--- src/rtl/tw_pkg.sv ---
package tw_pkg;
  localparam int unsigned TAP_W   = 8;
  localparam int unsigned FRAME_W = 2 * TAP_W + 1;
  localparam int unsigned SEL_POS = 0;
  localparam int unsigned T1_LO   = 1;
  localparam int unsigned T0_LO   = 1 + TAP_W;

  typedef logic [TAP_W-1:0]   tap_t;
  typedef logic [FRAME_W-1:0] frame_t;
  typedef logic [TAP_W:0]     stk_t;

  // Tap code held MSB-first starting at frame bit lo.
  function automatic tap_t frame_tap(frame_t f, int unsigned lo);
    tap_t t;
    for (int i = 0; i < TAP_W; i++) begin
      t[TAP_W-1-i] = f[lo+i];
    end
    return t;
  endfunction

  // Combined 512-step position: ladder index on top, tap code below.
  function automatic stk_t stack_pos(logic sel, tap_t t0, tap_t t1);
    return sel ? {1'b1, t1} : {1'b0, t0};
  endfunction
endpackage

--- src/rtl/tw_in_sync.sv ---
module tw_in_sync #(
  parameter int unsigned STAGES = 2
) (
  input  logic clk,
  input  logic rst,
  input  logic ser_clk,
  input  logic ser_en,
  input  logic ser_din,
  output logic shift_stb,
  output logic latch_stb,
  output logic din_s
);
  localparam int unsigned NLINE = 3;

  logic [NLINE-1:0] stg [STAGES];
  logic             clk_prev;
  logic             en_prev;
  logic             clk_s;
  logic             en_s;

  always_ff @(posedge clk) begin
    if (rst) begin
      for (int k = 0; k < STAGES; k++) stg[k] <= '0;
      clk_prev <= 1'b0;
      en_prev  <= 1'b0;
    end else begin
      stg[0] <= {ser_din, ser_en, ser_clk};
      for (int k = 1; k < STAGES; k++) stg[k] <= stg[k-1];
      clk_prev <= clk_s;
      en_prev  <= en_s;
    end
  end

  assign clk_s     = stg[STAGES-1][0];
  assign en_s      = stg[STAGES-1][1];
  assign din_s     = stg[STAGES-1][2];
  assign shift_stb = clk_s & ~clk_prev & en_s;
  assign latch_stb = ~en_s & en_prev;
endmodule

--- src/rtl/tw_shift_chain.sv ---
module tw_shift_chain
  import tw_pkg::*;
(
  input  logic   clk,
  input  logic   rst,
  input  logic   shift_stb,
  input  logic   din_s,
  output frame_t sr_q,
  output logic   casc_out
);
  always_ff @(posedge clk) begin
    if (rst) begin
      sr_q <= '0;
    end else if (shift_stb) begin
      sr_q <= {din_s, sr_q[FRAME_W-1:1]};
    end
  end

  assign casc_out = sr_q[SEL_POS];
endmodule

--- src/rtl/tw_wiper_hold.sv ---
module tw_wiper_hold
  import tw_pkg::*;
(
  input  logic   clk,
  input  logic   rst,
  input  logic   latch_stb,
  input  frame_t sr_q,
  output tap_t   tap0_q,
  output tap_t   tap1_q,
  output logic   sel_q,
  output stk_t   stk_q
);
  always_ff @(posedge clk) begin
    if (rst) begin
      tap0_q <= '0;
      tap1_q <= '0;
      sel_q  <= 1'b0;
    end else if (latch_stb) begin
      tap0_q <= frame_tap(sr_q, T0_LO);
      tap1_q <= frame_tap(sr_q, T1_LO);
      sel_q  <= sr_q[SEL_POS];
    end
  end

  assign stk_q = stack_pos(sel_q, tap0_q, tap1_q);
endmodule

--- src/rtl/tw_wiper_reg.sv ---
module tw_wiper_reg
  import tw_pkg::*;
#(
  parameter int unsigned SYNC_STAGES = 2
) (
  input  logic             clk,
  input  logic             rst,
  input  logic             ser_en,
  input  logic             ser_clk,
  input  logic             ser_din,
  output logic             casc_out,
  output logic [TAP_W-1:0] tap0_code,
  output logic [TAP_W-1:0] tap1_code,
  output logic             stack_sel,
  output logic [TAP_W:0]   stack_code
);
  logic   shift_stb;
  logic   latch_stb;
  logic   din_s;
  frame_t sr_q;

  tw_in_sync #(.STAGES(SYNC_STAGES)) i_sync (
    .clk(clk), .rst(rst), .ser_clk(ser_clk), .ser_en(ser_en), .ser_din(ser_din),
    .shift_stb(shift_stb), .latch_stb(latch_stb), .din_s(din_s)
  );

  tw_shift_chain i_chain (
    .clk(clk), .rst(rst), .shift_stb(shift_stb), .din_s(din_s),
    .sr_q(sr_q), .casc_out(casc_out)
  );

  tw_wiper_hold i_hold (
    .clk(clk), .rst(rst), .latch_stb(latch_stb), .sr_q(sr_q),
    .tap0_q(tap0_code), .tap1_q(tap1_code), .sel_q(stack_sel), .stk_q(stack_code)
  );
endmodule

--- config.mk ---
export PLATFORM = sky130hd
export DESIGN_NAME = tw_wiper_reg
export DESIGN_NICKNAME = d
export VERILOG_FILES = /design/src/rtl/tw_pkg.sv /design/src/rtl/tw_in_sync.sv /design/src/rtl/tw_shift_chain.sv /design/src/rtl/tw_wiper_hold.sv /design/src/rtl/tw_wiper_reg.sv
export SDC_FILE = /design/constraint.sdc
export NUM_CORES = 1
export LEC_CHECK = 0
export CAP_MARGIN = 20
export CORE_MARGIN = 3
export CORE_UTILIZATION = 35
export DETAILED_ROUTE_END_ITERATION = 7
export RECOVER_POWER = 50
export SYNTH_ARGS = -nofsm -noshare
export SYNTH_HDL_FRONTEND = slang
export SYNTH_HIERARCHICAL = 1
export SYNTH_SLANG_ARGS = --single-unit
--- constraint.sdc ---
create_clock -name clk -period 1.6 [get_ports clk]
set_input_delay 0.32 -clock clk [delete_from_list [all_inputs] [get_ports clk]]
set_output_delay 0.32 -clock clk [all_outputs]
set_load 0.1 [all_outputs]
==> results of run 1 <==
## final cells by class
type / instances / share of cell area
Clock buffer: 7 / 0.0395
Multi-Input combinational cell: 86 / 0.286
Sequential cell: 42 / 0.396
Timing Repair Buffer: 36 / 0.247
Clock inverter: 1 / 0.00229
Tap cell: 50 / 0.0286
## routing by layer
layer | up-vias | track usage | wire, um
met5 | - | 0 | 0
met4 | 0 | 0.0553 | 10
met3 | 2 | 0.0331 | 153
met2 | 23 | 0.183 | 1380
met1 | 471 | 0.135 | 1320
li1 | 515 | - | -
## registers in the layout (all words and copies together), names as in the netlist
| name | count |
|---|---|
| i_hold/sel_q | 1 |
| i_sync/en_prev | 1 |
| i_hold/tap0_q | 8 |
| i_hold/tap1_q | 8 |
| i_sync/clk_prev | 1 |
| i_sync/stg | 6 |
| i_chain/sr_q | 17 |
## power breakdown
| part | leakage (nW) | switching [mW] | internal (mW) |
|---|---|---|---|
| Sequential | 0.349 | 0.00265 | 1.05 |
| Clock | 0.0482 | 0.336 | 0.348 |
| Combinational | 0.418 | 0.0254 | 0.0209 |
| Total | 0.815 | 0.364 | 1.42 |
## placed cells by master (no fill, tap or decap)
master	n
mux2i_1	34
nor2_1	34
dfxtp_1	25
buf_12	22
dfxtp_2	16
mux2_2	8
nor2b_1	8
clkbuf_8	6
clkbuf_2	5
buf_4	4
clkdlybuf4s50_1	3
clkinv_2	1
clkbuf_1	1
dfxtp_4	1
nor2b_2	1
and3b_1	1
dlygate4sd3_1	1
buf_2	1
## how the worst max path moves through the flow
| stage | start | endpoint | slack, ns | cells after the start |
|---|---|---|---|---|
| floorplan | i_hold/sel_q | stack_code[0] | -0.06 | 2 |
| global placement | i_hold/sel_q | stack_code[7] | 0.27 | 2 |
| detailed placement | i_hold/sel_q | stack_code[5] | 0.26 | 2 |
| CTS | i_hold/sel_q | stack_code[5] | -0.02 | 2 |
| global route | i_hold/sel_q | stack_code[7] | -0.04 | 2 |
| finish | i_hold/sel_q | stack_code[5] | -0.0003 | 2 |
## what timing repair did
| action | in CTS | in global routing |
|---|---|---|
| gates resized for setup | 0 | 0 |
| endpoints found under the setup margin | 8 | 8 |
| buffers inserted | 1 | 0 |
## stage by stage
step	util	std cells	power, mW	TNS (ns)	cell area [um^2]
floorplan	-	139	1.11	-0.499	1590
global placement	0.525	213	1.13	0	2180
detailed placement	0.525	213	1.13	0	2180
CTS	0.549	222	1.82	-0.131	2270
global route	0.527	222	1.86	-0.305	2180
finish	0.527	222	1.78	-0.000325	2180
## worst max-delay path: cells and delay by family (launching register included)
| family | cells | cell delay [ns] |
|---|---|---|
| flip-flops | 1 | 0.43 |
| buffers and inverters | 1 | 0.17 |
| multiplexers | 1 | 0.38 |
## kinds of logic (layout without fill, tap and decap cells)
| kind of cell | after synthesis | in the layout | synth area share |
|---|---|---|---|
| simple gates | 44 | 44 | 0.123 |
| mux | 42 | 42 | 0.275 |
| flops | 42 | 42 | 0.538 |
| buf+inv | 11 | 44 | 0.0640 |
==> impl_metrics.env, run 1 <==
export IMPL_seqCellArea_um2=865
export IMPL_cts_made_buffers=5
export IMPL_drt_wirelength_per_cell_um=12.9
export IMPL_worst_pin_slew_ns=0.696
export IMPL_worstHoldEndpoint="i_sync/stg[0][4]"
export IMPL_yosysMostFrequentCell="dfxtp_1"
export IMPL_synth_seq_area_share=0.538
export IMPL_hold_path_depth=1
export IMPL_drc=0
export IMPL_setup_violations=1
export IMPL_period_minus_slack_ns=1.60
export IMPL_first_pass_iters=4
export IMPL_cpMaxStageDelayCell="dfxtp_4"
export IMPL_r2r_cells=4
export IMPL_netlist_area_um2=1560
export IMPL_critical_path_max_fanout=10
export IMPL_die_area_um2=5310
export IMPL_viasPerCell=4.55
export IMPL_antenna_found_initial=0
export IMPL_root_buffer="clkbuf_8"
export IMPL_vias=1011
export IMPL_synth_seq_cells=42
export IMPL_synthDistinctLibCells=11
export IMPL_worst_clock_skew_ns=0.00464
export IMPL_first_global_vias=975
export IMPL_io_pins=32
export IMPL_grt_pass1_wl_um=4540
export IMPL_clkSinkCount=42
export IMPL_num_antenna_cells=0
export IMPL_path_class="flop to output port"
export IMPL_yosysTopAreaCell="dfxtp_1"
export IMPL_path_cells="mux2_2, buf_12"
export IMPL_start_util=0.377
export IMPL_gr_total_overflow=0
export IMPL_port_buffer_count=31
export IMPL_cts_htree_levels=2
export IMPL_hp_start="i_sync/stg[0][1]"
export IMPL_rr_startpoint="i_sync/stg[0][4]"
export IMPL_startpoint_type="flop"
export IMPL_dpl_hpwl_um=1930
export IMPL_critPathArrivalTime_ns=1.28
export IMPL_die_h_um=72.8
export IMPL_rsz0062_at_grt="yes"
export IMPL_dp_worst_setup_slack_ns=0.263
export IMPL_drive_gt1_frac=0.378
export IMPL_syn_instance_count=139
export IMPL_async_reset_ff_frac=0
export IMPL_netlist_top_cells_count="42 x dfxtp_1, 34 x mux2i_1, 34 x nor2_1, 9 x nor2b_1, 8 x mux2_2"
export IMPL_syn_to_final_growth_pct=39.7
export IMPL_synth_area_top_cells="dfxtp_1 54%, mux2i_1 22%, nor2_1 8.2%"
export IMPL_critical_path_required_ns=1.28
export IMPL_multi_input_area_um2=626
export IMPL_finalNetCount=176
export IMPL_drt_iter0_markers=46
export IMPL_fin_crit_sh=1.00
export IMPL_gp_congestion=0.765
export IMPL_fp_row_count=23
export IMPL_yosysTopAreaCellShare=0.538
export IMPL_path_clk_slew_ns=0.08
export IMPL_core_um2=4140
export IMPL_cts_max_path_buffers=2
export IMPL_vdd_drop_max_uv=663
export IMPL_syn_avg_cell_area_um2=11.3
export IMPL_synth_edff_count=0
export IMPL_grt_max_degree=41
export IMPL_cpPeakStageDelay_ns=0.43
export IMPL_track_usage=0.113
export IMPL_layout_setup_ws_ns=-0.000325
export IMPL_min_path_type="flop to flop"
export IMPL_endpoint_kind="output port"
export IMPL_fill_cells=408
export IMPL_maxCapViolCount=0
export IMPL_whs_ns=0.446
export IMPL_r2r_end="i_chain/sr_q[4]"
export IMPL_ctsHoldBuffers=0
export IMPL_ant_nets=0
export IMPL_die_w_um=72.8
export IMPL_tritoncts="built"
export IMPL_leakage_nw=0.815
export IMPL_routed_wl_um=2860
export IMPL_fmax_mhz=625
export IMPL_violations="negative setup slack"
export IMPL_r2r_slack_ns=0.35
export IMPL_status="complete, but fails checks"
export IMPL_slew_headroom=0.536
export IMPL_power_density_nw_per_um2=816
export IMPL_synth_flop_cell="dfxtp_1"
export IMPL_synth_nets=144
export IMPL_yosysWarnings=6
export IMPL_clock_latency_ns=0.29
export IMPL_hold_viol_final=0
export IMPL_slew_violations=0
Note: power is estimated with default switching activity, not from simulation.
==> run 2, diff against run 1 <==
--- a/config.mk
+++ b/config.mk
@@ -7,7 +7,7 @@
 export LEC_CHECK = 0
 export CAP_MARGIN = 20
 export CORE_MARGIN = 3
-export CORE_UTILIZATION = 35
+export CORE_UTILIZATION = 25
 export DETAILED_ROUTE_END_ITERATION = 7
 export RECOVER_POWER = 50
 export SYNTH_ARGS = -nofsm -noshare
==> run 2 against run 1 <==
  * The run still ends with negative setup slack left
  * Clock power grew 9.1%
  * Sequential share of layout area shrank 3.2 points
  * Die area grew 36%
  * Non-clock buffer count grew 4
  * Global-route usage shrank 2.0 points
  * Setup slack lost 0.0069 ns
  * Sequential cell count is the same
  * Total power grew 3.4%
  * Clock skew grew 0.0018 ns
  * Critical path type unchanged
  * Largest cell class unchanged
==> impl_metrics.env, run 2 (same netlist as run 1, synthesis figures left out) <==
export IMPL_tritoncts="built"
export IMPL_port_buffer_count=31
export IMPL_viasPerCell=4.11
export IMPL_syn_to_final_growth_pct=51.9
export IMPL_fill_cells=562
export IMPL_drive_gt1_frac=0.398
export IMPL_worst_pin_slew_ns=0.784
export IMPL_start_util=0.261
export IMPL_critical_path_max_fanout=5
export IMPL_slew_violations=0
export IMPL_drc=0
export IMPL_drt_iter0_markers=43
export IMPL_cts_max_path_buffers=2
export IMPL_io_pins=32
export IMPL_routed_wl_met2_um=1440
export IMPL_core_um2=5990
export IMPL_path_clk_slew_ns=0.08
export IMPL_critPathArrivalTime_ns=1.29
export IMPL_die_h_um=85.1
export IMPL_fp_row_count=28
export IMPL_gp_congestion=0.700
export IMPL_route_met3_wl_um=157
export IMPL_clkPwrFrac=0.404
export IMPL_track_usage=0.0929
export IMPL_die_area_um2=7240
export IMPL_swShare=0.204
export IMPL_fmax_mhz=622
export IMPL_fin_crit_sh=1.00
export IMPL_vdd_drop_max_uv=448
export IMPL_first_pass_iters=4
export IMPL_cts_made_buffers=5
export IMPL_rsz0062_at_grt="yes"
export IMPL_internal_power_mw=1.47
export IMPL_routed_wl_um=3020
export IMPL_status="complete, but fails checks"
export IMPL_cts_htree_levels=2
export IMPL_netSwitchingPower_mw=0.376
export IMPL_path_class="flop to output port"
export IMPL_seq_power_share=0.571
export IMPL_finalNonFillerCells=251
export IMPL_die_w_um=85.1
export IMPL_vias=1031
export IMPL_clkSinkCount=42
export IMPL_worst_clock_skew_ns=0.00640
export IMPL_grt_max_degree=43
export IMPL_period_minus_slack_ns=1.61
export IMPL_combPwrFrac=0.025
export IMPL_dpl_hpwl_um=2020
export IMPL_antenna_found_initial=0
export IMPL_maxUsedRoutingLayer="met4"
export IMPL_layout_setup_ws_ns=-0.00725
export IMPL_critical_path_required_ns=1.28
export IMPL_top_regs="i_chain/sr_q: 17 flops, i_hold/tap0_q: 8 flops, i_hold/tap1_q: 8 flops"
export IMPL_wl_met1_um=1400
export IMPL_endpoint_kind="output port"
export IMPL_drt_wirelength_per_cell_um=12.0
export IMPL_final_cell_mix="34 x mux2i_1, 34 x nor2_1, 28 x buf_12"
export IMPL_dp_cells=239
export IMPL_num_antenna_cells=0
export IMPL_grt_pass1_wl_um=5110
export IMPL_root_buffer="clkbuf_8"
export IMPL_first_global_vias=989
export IMPL_violations="negative setup slack"
export IMPL_finalNetCount=180
export IMPL_slew_headroom=0.477
export IMPL_startpoint_type="flop"
export IMPL_clock_latency_ns=0.29
export IMPL_top_register="i_chain/sr_q"
export IMPL_ctsHoldBuffers=0
export IMPL_leakage_nw=0.872
export IMPL_setup_violations=5
export IMPL_maxCapViolCount=0
export IMPL_min_path_type="flop to flop"
export IMPL_ant_nets=0
export IMPL_r2r_cells=4
export IMPL_fin_util=0.397
export IMPL_gr_total_overflow=0
export IMPL_hold_viol_final=0
export IMPL_hold_path_depth=1
export IMPL_largest_register_ffs=17
export IMPL_power_density_nw_per_um2=776
[run 2: cell types whose count changed in the layout (fill, tap and decap cells not counted)]
cell	before	now
buf_12	22	28
buf_2	1	0
buf_4	4	6
buf_6	0	1
clkbuf_1	1	0
clkbuf_16	0	1
clkbuf_2	5	1
clkbuf_8	6	5
clkinv_2	1	2
mux2_2	8	1
mux2_4	0	7
[run 2: final cells by class]
class,count,area [um^2],share of cell area
flip-flops and latches,42,865,0.364
repair buffers,40,662,0.279
multi-input cells,86,652,0.274
clock buffers,6,93.8,0.0395
well taps,75,93.8,0.0395
clock inverters,2,10.0,0.00421
[run 2: stage by stage]
| step | worst slack, ns | hold WS (ns) | total power [mW] | setup TNS, ns | area [um^2] |
|---|---|---|---|---|---|
| finish | -0.00725 | 0.437 | 1.84 | -0.0162 | 2380 |
| global route | -0.0558 | 0.457 | 1.94 | -0.345 | 2380 |
| CTS | -0.0174 | 0.442 | 1.89 | -0.0937 | 2390 |
| detailed placement | 0.255 | 0.424 | 1.13 | 0 | 2210 |
| global placement | 0.251 | 0.422 | 1.13 | 0 | 2210 |
| floorplan | -0.0624 | 0.392 | 1.11 | -0.499 | 1590 |
[run 2: path summary, 6_finish.rpt]
kind / slack [ns] / start / end
max reg2reg: 0.44 / i_sync/stg[0][4] / i_chain/sr_q[16]
max: -0.007 / i_hold/sel_q / stack_code[1]
min reg2reg: 0.44 / i_sync/stg[0][2] / i_sync/stg[0][5]
min: 0.44 / i_sync/stg[0][2] / i_sync/stg[0][5]
[run 2: power groups by stage]
stage               combinational [mW]  sequential [mW]  clock, mW
finish                          0.0460             1.05      0.745
global route                    0.0501             1.05      0.840
CTS                             0.0529             1.05      0.781
detailed placement              0.0529             1.08          0
global placement                0.0531             1.08          0
floorplan                       0.0344             1.08          0
[run 2: per-layer routing]
layer / track usage / vias to the layer above
li1: - / 523
met1: 0.122 / 484
met2: 0.131 / 20
met3: 0.0417 / 4
met4: 0.0388 / 0
met5: 0 / -
[run 2: worst max-delay path: stages, from the launching register on]
cell and delay, ns:
dfxtp_4 0.38, buf_12 0.13, mux2_4 0.32, buf_12 0.17
[run 2: timing repair]
action | in CTS | in global routing
setup buffers | 4 | 0
pin swaps | 0 | 0
resized for setup | 9 | 0
endpoints found under the setup margin | 8 | 7
